--- src/rtl/mdio_pkg.sv ---
package mdio_pkg;
  localparam int DataW    = 16;
  localparam int RegAddrW = 5;
  localparam int PhyAddrW = 5;

  localparam logic [RegAddrW-1:0] AddrCtl  = 5'd0;
  localparam logic [RegAddrW-1:0] AddrSts  = 5'd1;
  localparam logic [RegAddrW-1:0] AddrIdHi = 5'd2;
  localparam logic [RegAddrW-1:0] AddrIdLo = 5'd3;
  localparam logic [RegAddrW-1:0] AddrAdv  = 5'd4;
  localparam logic [RegAddrW-1:0] AddrLpa  = 5'd5;
  localparam logic [RegAddrW-1:0] AddrExp  = 5'd6;
  localparam logic [RegAddrW-1:0] AddrExt  = 5'd15;

  // Strobes from the frame controller to the register datapath
  typedef struct packed {
    logic                rdStrobe;
    logic                wrStrobe;
    logic [RegAddrW-1:0] regAddr;
    logic [DataW-1:0]    wrData;
  } mgmtCmd_t;

  typedef enum logic [2:0] {
    ST_PRE, ST_START, ST_OPC, ST_PHY, ST_REG, ST_TA, ST_DATA
  } frameState_t;
endpackage

--- src/rtl/mdio_frame_ctrl.sv ---
module mdio_frame_ctrl
  import mdio_pkg::*;
#(
  parameter int PRE_LEN     = 32,
  parameter int SYNC_STAGES = 2
) (
  input  logic                clk,
  input  logic                rst,
  input  logic [PhyAddrW-1:0] phyAddr,
  input  logic                mdc,
  input  logic                mdioIn,
  input  logic [DataW-1:0]    rdData,
  output mgmtCmd_t            cmd,
  output logic                mdioOut,
  output logic                mdioOe
);
  localparam int CntW = $clog2(PRE_LEN + 1);
  localparam logic [CntW-1:0] PreMax = CntW'(PRE_LEN);

  logic [SYNC_STAGES:0]   mdcSync;
  logic [SYNC_STAGES-1:0] mdioSync;
  logic                   mdcRise;
  logic                   sBit;

  always_ff @(posedge clk) begin
    if (rst) begin
      mdcSync  <= '0;
      mdioSync <= '0;
    end else begin
      mdcSync  <= {mdcSync[SYNC_STAGES-1:0], mdc};
      mdioSync <= {mdioSync[SYNC_STAGES-2:0], mdioIn};
    end
  end

  assign mdcRise = mdcSync[SYNC_STAGES-1] & ~mdcSync[SYNC_STAGES];
  assign sBit    = mdioSync[SYNC_STAGES-1];

  frameState_t         state;
  logic [CntW-1:0]     preCnt;
  logic [3:0]          bitCnt;
  logic [1:0]          opReg;
  logic [PhyAddrW-1:0] phyReg;
  logic [RegAddrW-1:0] regReg;
  logic [RegAddrW-1:0] regNext;
  logic [DataW-1:0]    dataSh;
  logic                isRead;
  logic                isWrite;
  logic                addrHit;

  assign regNext = {regReg[RegAddrW-2:0], sBit};
  assign addrHit = (phyReg == phyAddr);

  always_ff @(posedge clk) begin
    if (rst) begin
      state   <= ST_PRE;
      preCnt  <= '0;
      bitCnt  <= '0;
      opReg   <= '0;
      phyReg  <= '0;
      regReg  <= '0;
      dataSh  <= '0;
      isRead  <= 1'b0;
      isWrite <= 1'b0;
      mdioOut <= 1'b0;
      mdioOe  <= 1'b0;
      cmd     <= '0;
    end else begin
      cmd.rdStrobe <= 1'b0;
      cmd.wrStrobe <= 1'b0;
      // read snapshot, taken in the cycle the datapath sees the strobe
      if (cmd.rdStrobe) dataSh <= rdData;
      if (mdcRise) begin
        unique case (state)
          ST_PRE: begin
            if (sBit) begin
              if (preCnt != PreMax) preCnt <= preCnt + 1'b1;
            end else begin
              if (preCnt == PreMax) state <= ST_START;
              preCnt <= '0;
            end
          end
          ST_START: begin
            bitCnt <= '0;
            state  <= sBit ? ST_OPC : ST_PRE;
          end
          ST_OPC: begin
            opReg <= {opReg[0], sBit};
            if (bitCnt == 4'd1) begin
              bitCnt <= '0;
              state  <= ST_PHY;
            end else bitCnt <= bitCnt + 1'b1;
          end
          ST_PHY: begin
            phyReg <= {phyReg[PhyAddrW-2:0], sBit};
            if (bitCnt == 4'd4) begin
              bitCnt <= '0;
              state  <= ST_REG;
            end else bitCnt <= bitCnt + 1'b1;
          end
          ST_REG: begin
            regReg <= regNext;
            if (bitCnt == 4'd4) begin
              bitCnt  <= '0;
              state   <= ST_TA;
              isRead  <= addrHit && (opReg == 2'b10);
              isWrite <= addrHit && (opReg == 2'b01);
              if (addrHit && (opReg == 2'b10)) begin
                cmd.rdStrobe <= 1'b1;
                cmd.regAddr  <= regNext;
              end
            end else bitCnt <= bitCnt + 1'b1;
          end
          ST_TA: begin
            if (bitCnt == 4'd0) begin
              bitCnt <= 4'd1;
              if (isRead) begin
                mdioOe  <= 1'b1;
                mdioOut <= 1'b0;
              end
            end else begin
              bitCnt <= '0;
              state  <= ST_DATA;
              if (isRead) mdioOut <= dataSh[DataW-1];
            end
          end
          ST_DATA: begin
            dataSh <= {dataSh[DataW-2:0], sBit};
            if (isRead) mdioOut <= dataSh[DataW-2];
            if (bitCnt == 4'(DataW - 1)) begin
              state   <= ST_PRE;
              preCnt  <= '0;
              bitCnt  <= '0;
              mdioOe  <= 1'b0;
              mdioOut <= 1'b0;
              isRead  <= 1'b0;
              isWrite <= 1'b0;
              if (isWrite) begin
                cmd.wrStrobe <= 1'b1;
                cmd.regAddr  <= regReg;
                cmd.wrData   <= {dataSh[DataW-2:0], sBit};
              end
            end else bitCnt <= bitCnt + 1'b1;
          end
          default: state <= ST_PRE;
        endcase
      end
    end
  end
endmodule

--- src/rtl/mdio_reg_file.sv ---
module mdio_reg_file
  import mdio_pkg::*;
#(
  parameter logic [DataW-1:0] ID_HI = 16'h2222,
  parameter logic [DataW-1:0] ID_LO = 16'h3333
) (
  input  logic             clk,
  input  logic             rst,
  input  mgmtCmd_t         cmd,
  input  logic             linkUp,
  input  logic             anComplete,
  input  logic             remoteFault,
  input  logic [DataW-1:0] partnerAbility,
  input  logic             pageReceived,
  output logic [DataW-1:0] rdData,
  output logic             pcsReset,
  output logic             pcsLoopback,
  output logic             anEnable,
  output logic             anRestart
);
  logic       ctlRst, ctlLoop, ctlAne, ctlRestart;
  logic [1:0] advPause;
  logic       linkLatch, rfLatch, pageLatch;
  logic       rdSts, rdExp, wrCtl, wrAdv;

  assign rdSts = cmd.rdStrobe && (cmd.regAddr == AddrSts);
  assign rdExp = cmd.rdStrobe && (cmd.regAddr == AddrExp);
  assign wrCtl = cmd.wrStrobe && (cmd.regAddr == AddrCtl);
  assign wrAdv = cmd.wrStrobe && (cmd.regAddr == AddrAdv);

  always_ff @(posedge clk) begin
    if (rst) begin
      ctlRst     <= 1'b0;
      ctlLoop    <= 1'b0;
      ctlAne     <= 1'b0;
      ctlRestart <= 1'b0;
      advPause   <= 2'b00;
      linkLatch  <= 1'b0;
      rfLatch    <= 1'b0;
      pageLatch  <= 1'b0;
    end else begin
      ctlRst     <= 1'b0;
      ctlRestart <= 1'b0;
      if (wrCtl) begin
        if (cmd.wrData[15]) begin
          ctlRst   <= 1'b1;
          ctlLoop  <= 1'b0;
          ctlAne   <= 1'b0;
          advPause <= 2'b00;
        end else begin
          ctlLoop    <= cmd.wrData[14];
          ctlAne     <= cmd.wrData[12];
          ctlRestart <= cmd.wrData[9];
        end
      end
      if (wrAdv) advPause <= cmd.wrData[8:7];
      linkLatch <= rdSts ? linkUp      : (linkLatch & linkUp);
      rfLatch   <= rdSts ? remoteFault : (rfLatch | remoteFault);
      pageLatch <= rdExp ? pageReceived : (pageLatch | pageReceived);
    end
  end

  logic [DataW-1:0] ctlWord, stsWord, advWord, expWord;
  assign ctlWord = {ctlRst, ctlLoop, 1'b0, ctlAne, 2'b00, ctlRestart,
                    1'b1, 1'b0, 1'b1, 6'b0};
  assign stsWord = {7'b0, 1'b1, 2'b00, anComplete, rfLatch, 1'b1,
                    linkLatch, 1'b0, 1'b1};
  assign advWord = {7'b0, advPause, 1'b0, 1'b1, 5'b0};
  assign expWord = {14'b0, pageLatch, 1'b0};

  always_comb begin
    unique case (cmd.regAddr)
      AddrCtl:  rdData = ctlWord;
      AddrSts:  rdData = stsWord;
      AddrIdHi: rdData = ID_HI;
      AddrIdLo: rdData = ID_LO;
      AddrAdv:  rdData = advWord;
      AddrLpa:  rdData = partnerAbility;
      AddrExp:  rdData = expWord;
      AddrExt:  rdData = 16'h8000;
      default:  rdData = '0;
    endcase
  end

  logic unusedWrBits;
  assign unusedWrBits = ^{cmd.wrData[13], cmd.wrData[11:10], cmd.wrData[6:0]};

  assign pcsReset    = ctlRst;
  assign pcsLoopback = ctlLoop;
  assign anEnable    = ctlAne;
  assign anRestart   = ctlRestart;
endmodule

--- src/rtl/mdio_mgmt_slave.sv ---
module mdio_mgmt_slave
  import mdio_pkg::*;
#(
  parameter int               PRE_LEN     = 32,
  parameter int               SYNC_STAGES = 2,
  parameter logic [DataW-1:0] ID_HI       = 16'h2222,
  parameter logic [DataW-1:0] ID_LO       = 16'h3333
) (
  input  logic                clk,
  input  logic                rst,
  input  logic [PhyAddrW-1:0] phyAddr,
  input  logic                mdc,
  input  logic                mdioIn,
  output logic                mdioOut,
  output logic                mdioOe,
  output logic                pcsReset,
  output logic                pcsLoopback,
  output logic                anEnable,
  output logic                anRestart,
  input  logic                linkUp,
  input  logic                anComplete,
  input  logic                remoteFault,
  input  logic [DataW-1:0]    partnerAbility,
  input  logic                pageReceived
);
  mgmtCmd_t         cmd;
  logic [DataW-1:0] rdData;

  mdio_frame_ctrl #(.PRE_LEN(PRE_LEN), .SYNC_STAGES(SYNC_STAGES)) i_ctrl (
    .clk(clk), .rst(rst), .phyAddr(phyAddr), .mdc(mdc), .mdioIn(mdioIn),
    .rdData(rdData), .cmd(cmd), .mdioOut(mdioOut), .mdioOe(mdioOe)
  );

  mdio_reg_file #(.ID_HI(ID_HI), .ID_LO(ID_LO)) i_regs (
    .clk(clk), .rst(rst), .cmd(cmd), .linkUp(linkUp),
    .anComplete(anComplete), .remoteFault(remoteFault),
    .partnerAbility(partnerAbility), .pageReceived(pageReceived),
    .rdData(rdData), .pcsReset(pcsReset), .pcsLoopback(pcsLoopback),
    .anEnable(anEnable), .anRestart(anRestart)
  );
endmodule

--- config.mk ---
export PLATFORM = sky130hd
export DESIGN_NAME = mdio_mgmt_slave
export DESIGN_NICKNAME = d
export VERILOG_FILES = /design/src/rtl/mdio_pkg.sv /design/src/rtl/mdio_frame_ctrl.sv /design/src/rtl/mdio_reg_file.sv /design/src/rtl/mdio_mgmt_slave.sv
export SDC_FILE = /design/constraint.sdc
export NUM_CORES = 1
export LEC_CHECK = 0
export BUFFER_PORTS_ARGS = -buffer_cell sky130_fd_sc_hd__buf_2
export CORE_UTILIZATION = 52
export CTS_CLUSTER_DIAMETER = 120
export DETAILED_ROUTE_END_ITERATION = 6
export GPL_ROUTABILITY_DRIVEN = 0
export PLACE_DENSITY = 0.71
export SYNTH_ARGS = -nofsm -noshare
export SYNTH_HDL_FRONTEND = slang
export SYNTH_SLANG_ARGS = --single-unit
--- constraint.sdc ---
create_clock -name clk -period 2.2 [get_ports clk]
set_input_delay 0.11 -clock clk [delete_from_list [all_inputs] [get_ports clk]]
set_output_delay 0.11 -clock clk [all_outputs]
set_load 0.02 [all_outputs]
After elaboration in Yosys (flattened, before gate mapping)
Cells that the tools add are included.
{"block": "word_totals", "latch_bits": 0, "mem_count": 0, "input_bits": 29, "output_inout_bits": 6, "ram_bits": 0, "ff_bits": 82, "wordCells": 155, "rom_bits": 0}
{"block": "op_classes", "n_bitwise": 11, "reduce_logical": 32, "shifts": 0, "order_cmp": 0, "div": 0, "muxes": 51, "n_eq_ne": 34, "add_sub_neg": 2, "multipliers": 0}
{"cell": "one-hot mux 16 bit (8 select lines)", "count": 1}
{"cell": "2-to-1 mux 16 bit", "count": 3}
{"cell": "2-to-1 mux 22 bit", "count": 1}
{"cell": "2-to-1 mux 21 bit", "count": 1}
{"cell": "2-to-1 mux 3 bit", "count": 7}
{"cell": "one-hot mux 3 bit (7 select lines)", "count": 1}
{"cell": "one-hot mux 4 bit (5 select lines)", "count": 1}
{"cell": "2-to-1 mux 1 bit", "count": 18}
{"cell": "2-to-1 mux 6 bit", "count": 3}
{"cell": "inequality test 2 x 1 -> 1 bit, second input constant", "count": 9}
{"cell": "AND reduction 4 bit", "count": 4}
{"cell": "== test 5 x 3 -> 1 bit, second input constant", "count": 3}
{"cell": "2-to-1 mux 4 bit", "count": 3}
{"cell": "one-hot mux 6 bit (2 select lines)", "count": 1}
{"cell": "== test 5 x 2 -> 1 bit, second input constant", "count": 2}
{"cell": "2-to-1 mux 5 bit", "count": 2}
{"cell": "one-hot mux 5 bit (2 select lines)", "count": 1}
{"cell": "AND reduction 2 bit", "count": 5}
{"cell": "nonzero test 2 bit", "count": 5}
{"cell": "== test 3 bit, second input constant", "count": 3}
{"cell": "2-to-1 mux 2 bit", "count": 4}
{"cell": "one-hot mux 1 bit (2 select lines)", "count": 4}
{"cell": "AND reduction 8 bit", "count": 1}
{"cell": "OR reduction 4 bit", "count": 2}
{"cell": "other kinds (29)", "count": 45}

Depth between registers and ports, before layout
Gate-level depths: netlist of run 1.
{"block": "logic_depth", "ltp_word": 5, "depth_mapped": 8, "ltp_nobuf": 7}

By module
A second synthesis of run 1 with hierarchy kept.
{"block": "hier_totals", "cells_unflattened": 449, "hier_area_um2": 4048.9}
{"mod": "mdio_frame_ctrl", "cells_per_inst": 353, "instances": 1, "seq_area_each_um2": 1461.4, "area_each_um2": 3339.5}
{"mod": "mdio_reg_file", "cells_per_inst": 96, "instances": 1, "seq_area_each_um2": 180.2, "area_each_um2": 709.4}

Worst setup path before layout of run 1
No wires, ideal clock.
{"block": "synth_path", "kind": "reg2reg", "start": "register i_ctrl.bitCnt[0]", "end": "register i_ctrl.state[0]", "path_slack_ns": 0.464, "setup_ns": 0.067, "synth_period_minus_slack_ns": 1.736, "required_ns": 2.133, "path_buffers": 0, "t_arrival_ns": 1.668, "stages_incl_launch_ff": 7, "cell_sequence": "dfxtp_1 ha_1 or3b_4 a22oi_4 nand4_2 a211o_1 a21oi_2"}
{"block": "synth_between", "elab_chain_cells": 3, "word_cells_on_any_way": 10, "classes_between": "8 x eq/ne; 2 x reduce/logical"}
{"item": "start, declared", "line": "mdio_frame_ctrl.sv:40", "source": "logic [3:0] bitCnt;"}
{"item": "start signal, assigned", "line": "mdio_frame_ctrl.sv:91", "source": "end else bitCnt <= bitCnt + 1'b1;"}
{"item": "start signal, assigned", "line": "mdio_frame_ctrl.sv:98", "source": "end else bitCnt <= bitCnt + 1'b1;"}
{"item": "start signal, assigned", "line": "mdio_frame_ctrl.sv:111", "source": "end else bitCnt <= bitCnt + 1'b1;"}
{"item": "== test 4 x 3 -> 1 bit (tied with other cells)", "line": "mdio_frame_ctrl.sv:95, mdio_frame_ctrl.sv:102"}
{"item": "inequality test 2 x 1 -> 1 bit (no line) / inequality test 2 bit (equally long branches)"}
{"item": "AND reduction 8 bit (no line) (*)"}
{"item": "end signal, assigned", "line": "mdio_frame_ctrl.sv:84", "source": "state <= sBit ? ST_OPC : ST_PRE;"}
{"item": "end, declared", "line": "mdio_frame_ctrl.sv:38", "source": "frameState_t state;"}
Every way passes the cells marked *; elsewhere a longest branch is shown, timed or not.
A chain may end at the register's enable or synchronous reset.

Worst setup path after layout of run 1
{"block": "layout_path", "start": "register i_ctrl.state[1]", "end": "register i_ctrl.state[0]"}
{"block": "layout_between", "elab_chain_cells": 3, "word_cells_on_any_way": 16, "classes_between": "13 x eq/ne; 1 x mux; 2 x reduce/logical"}
{"item": "== test 3 bit (tied with other cells)", "line": "mdio_frame_ctrl.sv:73", "source": "unique case (state)"}
{"item": "inequality test 2 bit (no line) / inequality test 2 x 1 -> 1 bit (equally long branches)"}
{"item": "AND reduction 8 bit (no line)"}
Several ways; a longest one is shown, not always the timed one.

==> results of run 1 <==
routing by layer:
layer	global-route usage	share of wire	vias to the layer above
met5	0	0	-
li1	-	-	1606
met3	0.0385	0.039	14
met2	0.387	0.47	79
met1	0.307	0.48	1504
met4	0.106	0.018	0
cells by family after synthesis:
| kind of cell | share of synthesized area |
|---|---|
| and+or+nand+nor | 0.269 |
| xor gates and xnor gates | 0.0286 |
| DFF | 0.392 |
| muxes | 0.0466 |
| adders and majority gates | 0.0170 |
| AOI/OAI and AO/OA | 0.194 |
| buffers and inverters | 0.0527 |
sequential cells by signal, indices dropped and copies added (netlist names), 2 cells and up:
register	flops
i_ctrl.cmd	13
i_ctrl.phyReg	5
i_ctrl.state	3
i_regs.advPause	2
i_ctrl.mdcSync	3
i_ctrl.dataSh	16
i_ctrl.bitCnt	4
i_ctrl.mdioSync	2
i_ctrl.preCnt	6
i_ctrl.opReg	2
i_ctrl.regReg	5
critical path: cells and delay by family (launching register included):
family	cells	cell delay [ns]
AOI/OAI and AO/OA	3	0.69
DFF	1	0.66
and+or+nand+nor	2	0.40
buffers and inverters	1	0.24
path summary, 6_finish.rpt:
check	start	endpoint	slack [ns]	depth (start not counted)
setup / recovery	i_ctrl.state[1]	i_ctrl.state[0]	0.15	6
hold / removal	linkUp	i_regs.linkLatch	0.01	2
setup reg to reg	i_ctrl.state[1]	i_ctrl.state[0]	0.15	6
hold reg to reg	i_ctrl.mdcSync[0]	i_ctrl.mdcSync[1]	0.44	1
cell type report:
| cell class | count | area [um^2] | share of cell area |
|---|---|---|---|
| inverter | 14 | 52.6 | 0.0126 |
| sequential | 72 | 1440 | 0.347 |
| clock buffer | 9 | 124 | 0.0298 |
| multi-input combinational | 314 | 2050 | 0.493 |
| timing repair buffer | 48 | 285 | 0.0686 |
| clock inverter | 6 | 85.1 | 0.0205 |
| tap | 96 | 120 | 0.0289 |
placed cells by master (no fill, tap or decap), types with 3 or more instances in the layout:
| cell | n |
|---|---|
| sky130_fd_sc_hd__xor2_1 | 7 |
| sky130_fd_sc_hd__and3b_1 | 3 |
| sky130_fd_sc_hd__nand2_1 | 23 |
| sky130_fd_sc_hd__dfxtp_1 | 72 |
| sky130_fd_sc_hd__nor3b_1 | 7 |
| sky130_fd_sc_hd__a32oi_1 | 6 |
| sky130_fd_sc_hd__buf_4 | 10 |
| sky130_fd_sc_hd__and2_1 | 3 |
| sky130_fd_sc_hd__nor2_1 | 63 |
| sky130_fd_sc_hd__inv_1 | 14 |
| sky130_fd_sc_hd__a21oi_1 | 34 |
| sky130_fd_sc_hd__a211oi_1 | 10 |
| sky130_fd_sc_hd__a221oi_1 | 6 |
| sky130_fd_sc_hd__a311oi_1 | 7 |
| sky130_fd_sc_hd__dlygate4sd3_1 | 4 |
| sky130_fd_sc_hd__o31ai_1 | 3 |
| sky130_fd_sc_hd__nand4_1 | 7 |
| sky130_fd_sc_hd__o21ai_0 | 11 |
| sky130_fd_sc_hd__ha_1 | 5 |
| sky130_fd_sc_hd__clkbuf_8 | 9 |
| sky130_fd_sc_hd__mux2i_1 | 16 |
| sky130_fd_sc_hd__nand3b_1 | 7 |
| sky130_fd_sc_hd__nor2b_1 | 10 |
| sky130_fd_sc_hd__and3_1 | 6 |
| sky130_fd_sc_hd__a22oi_1 | 4 |
| sky130_fd_sc_hd__nand3_1 | 20 |
| sky130_fd_sc_hd__xnor2_1 | 5 |
| sky130_fd_sc_hd__nor3_1 | 9 |
| sky130_fd_sc_hd__buf_2 | 34 |
metrics by stage:
step	power (mW)	instance area, um^2
after floorplan	1.39	3680
after global placement	1.43	3900
after detailed placement	1.43	3900
after CTS	2.54	4150
after global routing	2.61	4160
final	2.53	4160
power by group:
group | leakage [nW] | internal [mW] | switching (mW)
Clock | 0.101 | 0.628 | 0.502
Sequential | 0.581 | 1.31 | 0.00586
Combinational | 0.877 | 0.0414 | 0.0457
repair_timing:
action                     4_1_cts  5_1_grt
resized for setup                0        1
setup endpoints to repair        0        2
hold endpoints to repair         4        0
hold buffers                     4        0
==> results.rst, run 1 <==
.. list-table::
   :header-rows: 1

   * - Metric
     - Value
   * - Critical path launch point type
     - flip-flop
   * - Fraction of final layout cells with drive strength greater than 1
     - 0.168
   * - Final Max Tran Viols
     - 0
   * - Most used flip-flop cell after synthesis
     - sky130_fd_sc_hd__dfxtp_1
   * - Delay of the slowest critical-path stage
     - 0.66 ns
   * - Worst Path Class, Setup
     - flip-flop to flip-flop
   * - Gate count after technology mapping
     - 427
   * - Proportion of synthesized chip area in sequential cells
     - 0.392
   * - Slowest cell on the critical path
     - sky130_fd_sc_hd__dfxtp_1
   * - Synth warn
     - 0
   * - Residual DRC count
     - 0
   * - Crit path cell chain
     - buf_4, and3b_1, a21oi_1, nand4_2, a211o_1, a21oi_2
   * - 1st-pass router iterations
     - 5
   * - Post-Layout Cell Count
     - 559
   * - Nets@finish
     - 493
   * - Top post-synthesis cells by count
     - sky130_fd_sc_hd__dfxtp_1, sky130_fd_sc_hd__nor2_1, sky130_fd_sc_hd__a21oi_1
   * - Arrival @ worst endpoint
     - 2.34 ns
   * - Y dimension of the die
     - 86.1 um
   * - Count leader, synth
     - sky130_fd_sc_hd__dfxtp_1
   * - Total number of vias
     - 3,203
   * - Share of synthesized flip-flops with an asynchronous set or reset
     - 0
   * - Per-instance average area after synthesis
     - 8.61 um^2
   * - Hold Vio Cnt, Final
     - 0
   * - Area delta synth->final
     - 13.1%
   * - Crit path time final
     - 2.05 ns
   * - CP Max Fanout
     - 14
   * - Crit end category
     - flip-flop
   * - Core Rows
     - 30
   * - Violation count after the first detailed-routing iteration
     - 187
   * - Cell type contributing the most total cell area after synthesis
     - sky130_fd_sc_hd__dfxtp_1
   * - Clock sink count
     - 72
   * - Final total negative setup slack
     - 0 ns
   * - Post-CTS Setup Inserts
     - 0
   * - Count of placed standard cells including taps
     - 540
   * - Synth Net Count
     - 461
   * - Die outline width
     - 86.1 um
   * - Depth of the CTS H-tree
     - 3
   * - Least setup slack across all paths after layout
     - 0.148 ns
   * - Vias in the first global route
     - 2,993
   * - Antenna diode instance count
     - 0
   * - Finished Core Util
     - 0.609
   * - Slew of the pin with the lowest slew margin
     - 0.826 ns
   * - Layout Skew
     - 0.00983 ns
   * - Largest net degree at the start of global routing
     - 44
   * - Post-synth EDFFs
     - 0
   * - RSZ-0062 raised after global routing
     - false
   * - Full die area
     - 7410 um^2
   * - Number of vias per cell after detailed routing
     - 5.73
   * - Routed wire length
     - 8380 um
   * - GRT Resource Usage Total
     - 0.237
   * - Highest ir drop seen on vdd
     - 0.374 mV
   * - Number of register bits inferred by synthesis
     - 72
   * - Clock root buffer master
     - sky130_fd_sc_hd__clkbuf_8
   * - Place WS
     - 0.194 ns
   * - Final worst path period share
     - 0.933
   * - Antenna-violating nets left
     - 0
   * - Clock slew at reported path FFs
     - 0.08 ns
   * - Setup-failing EPs final
     - 0
   * - Achievable clock frequency
     - 0.487 GHz
   * - Data required time of the worst path
     - 2.49 ns
   * - Post-detailed-route wirelength per cell
     - 15.0 um
   * - TritonCTS clock tree
     - done
   * - I/O pins
     - 35
   * - Clock tree buffer depth
     - 2
   * - Classification of the worst-slack hold path
     - input pin to flip-flop
   * - Core footprint
     - 6830 um^2
   * - Yosys top cell area share
     - 0.392
   * - Final HPWL DP
     - 5860 um
   * - Initial core utilization
     - 0.538
   * - Number of inserted filler cells in the final layout
     - 615
   * - Inserted Clock Buffers
     - 9
   * - Overflow after GRT
     - 0
   * - Total power per unit cell area
     - 609 nW/um^2
   * - Tightest hold margin
     - 0.0131 ns
   * - Normalized max-slew margin
     - 0.449
   * - Clock latency reported for the late side of the worst-skew pair
     - 0.35 ns
   * - Top cells by area in the synthesized netlist
     - sky130_fd_sc_hd__dfxtp_1, sky130_fd_sc_hd__nor2_1, sky130_fd_sc_hd__a21oi_1
   * - Max_cap viols
     - 0
   * - PortBufs
     - 34
   * - Outcome
     - finished, final reports clean
   * - Initial antenna violation count
     - 0
   * - Wire length of the first global-routing pass
     - 13,800 um
   * - Cell area after synthesis
     - 3680 um^2
   * - Leakage power summed over all cells
     - 1.56 nW
   * - Distinct cell type count after synthesis
     - 68
Power figures use the tool's default switching activity.
==> run 2: changes to the inputs <==
==> constraint.sdc (replaced) <==
create_clock -name clk -period 2.4 [get_ports clk]
set_input_delay 0.12 -clock clk [delete_from_list [all_inputs] [get_ports clk]]
set_output_delay 0.12 -clock clk [all_outputs]
set_load 0.02 [all_outputs]
==> results.rst, run 2 (same netlist as run 1, synthesis figures left out) <==
.. list-table::
   :header-rows: 1

   * - Metric
     - Value
   * - PortBufs
     - 34 (unchanged)
   * - Core footprint
     - 6830 um^2 (unchanged)
   * - Initial core utilization
     - 0.538 (unchanged)
   * - Largest registers
     - i_ctrl.dataSh x16, i_ctrl.cmd x13, i_ctrl.preCnt x6
   * - 1st-pass router iterations
     - 4 (-1)
   * - Register bank with the most flops
     - i_ctrl.dataSh
   * - Sequential cell area
     - 1440 um^2 (unchanged)
   * - Post-detailed-route wirelength per cell
     - 14.7 um (-2.1%)
   * - Antenna-violating nets left
     - 0 (unchanged)
   * - Antenna diode instance count
     - 0 (unchanged)
   * - Highest ir drop seen on vdd
     - 0.370 mV (-1.3%)
   * - Initial antenna violation count
     - 0 (unchanged)
   * - Total number of vias
     - 3,140 (-2.0%)
   * - Hold Vio Cnt, Final
     - 0 (unchanged)
   * - Setup slack on the worst flop-to-flop path
     - 0.28 ns (+0.13 ns)
   * - Classification of the worst-slack hold path
     - input pin to flip-flop
   * - Fraction of met3 tracks used by global routing
     - 0.0520 (+0.0135)
   * - Outcome
     - finished, final reports clean
   * - Final worst path period share
     - 0.884 (-0.0484)
   * - Met2 Resource Use GR
     - 0.379 (-0.00866)
   * - Slew of the pin with the lowest slew margin
     - 0.607 ns (-0.219 ns)
   * - Clock root buffer master
     - sky130_fd_sc_hd__clkbuf_8
   * - Area delta synth->final
     - 12.5%
   * - Final total negative setup slack
     - 0 ns (unchanged)
   * - Arrival @ worst endpoint
     - 2.34 ns (about the same)
   * - Die outline width
     - 86.1 um (unchanged)
   * - Crit end category
     - flip-flop
   * - Top Usage Layer GRT
     - met2
   * - Post-Layout Cell Count
     - 556 (-0.54%)
   * - Total power per unit cell area
     - 564 nW/um^2 (-7.3%)
   * - Count of placed standard cells including taps
     - 537 (-0.56%)
   * - Launch instance of the worst register-to-register path
     - i_ctrl.state[2]
   * - Core Rows
     - 30 (unchanged)
   * - Leakage power summed over all cells
     - 1.55 nW (-0.59%)
   * - GRT Resource Usage Total
     - 0.233 (-0.00366)
   * - Max FFs per register
     - 16 (unchanged)
   * - Y dimension of the die
     - 86.1 um (unchanged)
   * - I/O pins
     - 35 (unchanged)
   * - Clock slew at reported path FFs
     - 0.08 ns (about the same)
   * - Worst flop-to-flop path endpoint
     - i_ctrl.cmd[7]
   * - Layout Skew
     - 0.0112 ns (+0.00135 ns)
   * - Number of cells on the worst reg-to-reg path
     - 5 (-1)
   * - Clock sink count
     - 72 (unchanged)
   * - End of the critical path
     - i_ctrl.cmd[7]
   * - RSZ-0062 raised after global routing
     - false
   * - Final Max Tran Viols
     - 0 (unchanged)
   * - Crit path time final
     - 2.12 ns (+0.0705 ns)
   * - Data required time of the worst path
     - 2.62 ns (+0.13 ns)
   * - Setup-failing EPs final
     - 0 (unchanged)
   * - Full die area
     - 7410 um^2 (unchanged)
   * - Leading cell types in the layout, fill and taps excluded
     - sky130_fd_sc_hd__dfxtp_1, sky130_fd_sc_hd__nor2_1, sky130_fd_sc_hd__a21oi_1, sky130_fd_sc_hd__buf_2, sky130_fd_sc_hd__nand2_1
   * - Critical path launch point type
     - flip-flop
   * - Resized Gates After CTS
     - 0 (unchanged)
   * - Wire length of the first global-routing pass
     - 13,700 um (-1.2%)
   * - Number of inserted filler cells in the final layout
     - 609 (-0.98%)
   * - Normalized max-slew margin
     - 0.594 (+0.144)
   * - Largest net degree at the start of global routing
     - 41 (-6.8%)
   * - Number of vias per cell after detailed routing
     - 5.65 (-1.4%)
   * - Crit. Startpoint
     - i_ctrl.state[2]
   * - Nets@finish
     - 490 (-0.61%)
   * - Achievable clock frequency
     - 0.471 GHz (-3.3%)
   * - Depth of the CTS H-tree
     - 3 (unchanged)
   * - Post-CTS Setup Inserts
     - 0 (unchanged)
   * - Clock tree buffer depth
     - 2 (unchanged)
   * - Final HPWL DP
     - 5740 um (-2.0%)
   * - Max_cap viols
     - 0 (unchanged)
   * - Routed wire length
     - 8160 um (-2.6%)
   * - Footprint of the multi-input gates
     - 2040 um^2 (-0.37%)
   * - Overall power of the completed layout
     - 2.34 mW (-7.8%)
   * - Most common cell after layout, fill and taps aside
     - sky130_fd_sc_hd__dfxtp_1
   * - Violation count after the first detailed-routing iteration
     - 229 (+22%)
   * - Vias in the first global route
     - 2,886 (-3.6%)
   * - Clock latency reported for the late side of the worst-skew pair
     - 0.34 ns (about the same)
   * - Fraction of final layout cells with drive strength greater than 1
     - 0.163 (-0.00542)
   * - Residual DRC count
     - 0 (unchanged)
   * - CP Max Fanout
     - 17 (+3)
   * - Inserted Clock Buffers
     - 9 (unchanged)
   * - Min-Delay Startpoint
     - linkUp
   * - Met1 usage
     - 0.311 (+0.00346)
   * - Overflow after GRT
     - 0 (unchanged)
   * - TritonCTS clock tree
     - done
   * - Worst Path Class, Setup
     - flip-flop to flip-flop
## run 2: area by class of cell
cell class,instances,share of cell area
Timing Repair Buffer,45,0.0635
Clock inverter,5,0.0196
Tap cell,96,0.0290
Inverter,14,0.0127
Sequential cell,72,0.348
Clock buffer,10,0.0333
Multi-Input combinational cell,314,0.494
## run 2: worst min-delay path by stage
| stage | to | depth (start not counted) |
|---|---|---|
| floorplan | i_regs.pageLatch | 2 |
| global placement | i_regs.rfLatch | 3 |
| detailed placement | i_regs.pageLatch | 3 |
| CTS | i_regs.linkLatch | 2 |
| global route | i_regs.linkLatch | 2 |
| finish | i_regs.linkLatch | 2 |
## run 2: report_power, final
group | leakage, nW | switching [mW] | total [mW] | internal, mW
Clock | 0.108 | 0.443 | 1.05 | 0.608
Combinational | 0.861 | 0.0416 | 0.0796 | 0.0381
Sequential | 0.581 | 0.00505 | 1.21 | 1.20
Total | 1.55 | 0.489 | 2.34 | 1.85
## run 2: critical path: stages (launching register included)
cell and delay (ns):
sky130_fd_sc_hd__dfxtp_1 0.70, sky130_fd_sc_hd__nand3b_1 0.28, sky130_fd_sc_hd__or2_1 0.32, sky130_fd_sc_hd__nor3_4 0.41, sky130_fd_sc_hd__mux2i_1 0.24, sky130_fd_sc_hd__nor2_1 0.06
## run 2: per-layer routing
layer,vias up,routed length (um)
li1,1595,-
met1,1460,3910
met2,78,3850
met3,7,331
met4,0,72
met5,-,0
## run 2: what timing repair did
| item | CTS | global route |
|---|---|---|
| endpoints found under the setup margin | 0 | 0 |
| hold endpoints to repair | 4 | 0 |
| hold buffers | 4 | 0 |
## run 2: per-stage QoR
step / hold slack (ns) / util / area [um^2] / setup WS [ns]
6_report: 0.0431 / 0.606 / 4140 / 0.277
5_1_grt: 0.0211 / 0.606 / 4140 / 0.154
4_1_cts: 0.0306 / 0.606 / 4140 / 0.283
3_5_place_dp: 0.333 / 0.568 / 3880 / 0.324
3_3_place_gp: 0.327 / 0.568 / 3880 / 0.383
2_1_floorplan: 0.237 / - / 3680 / 0.664
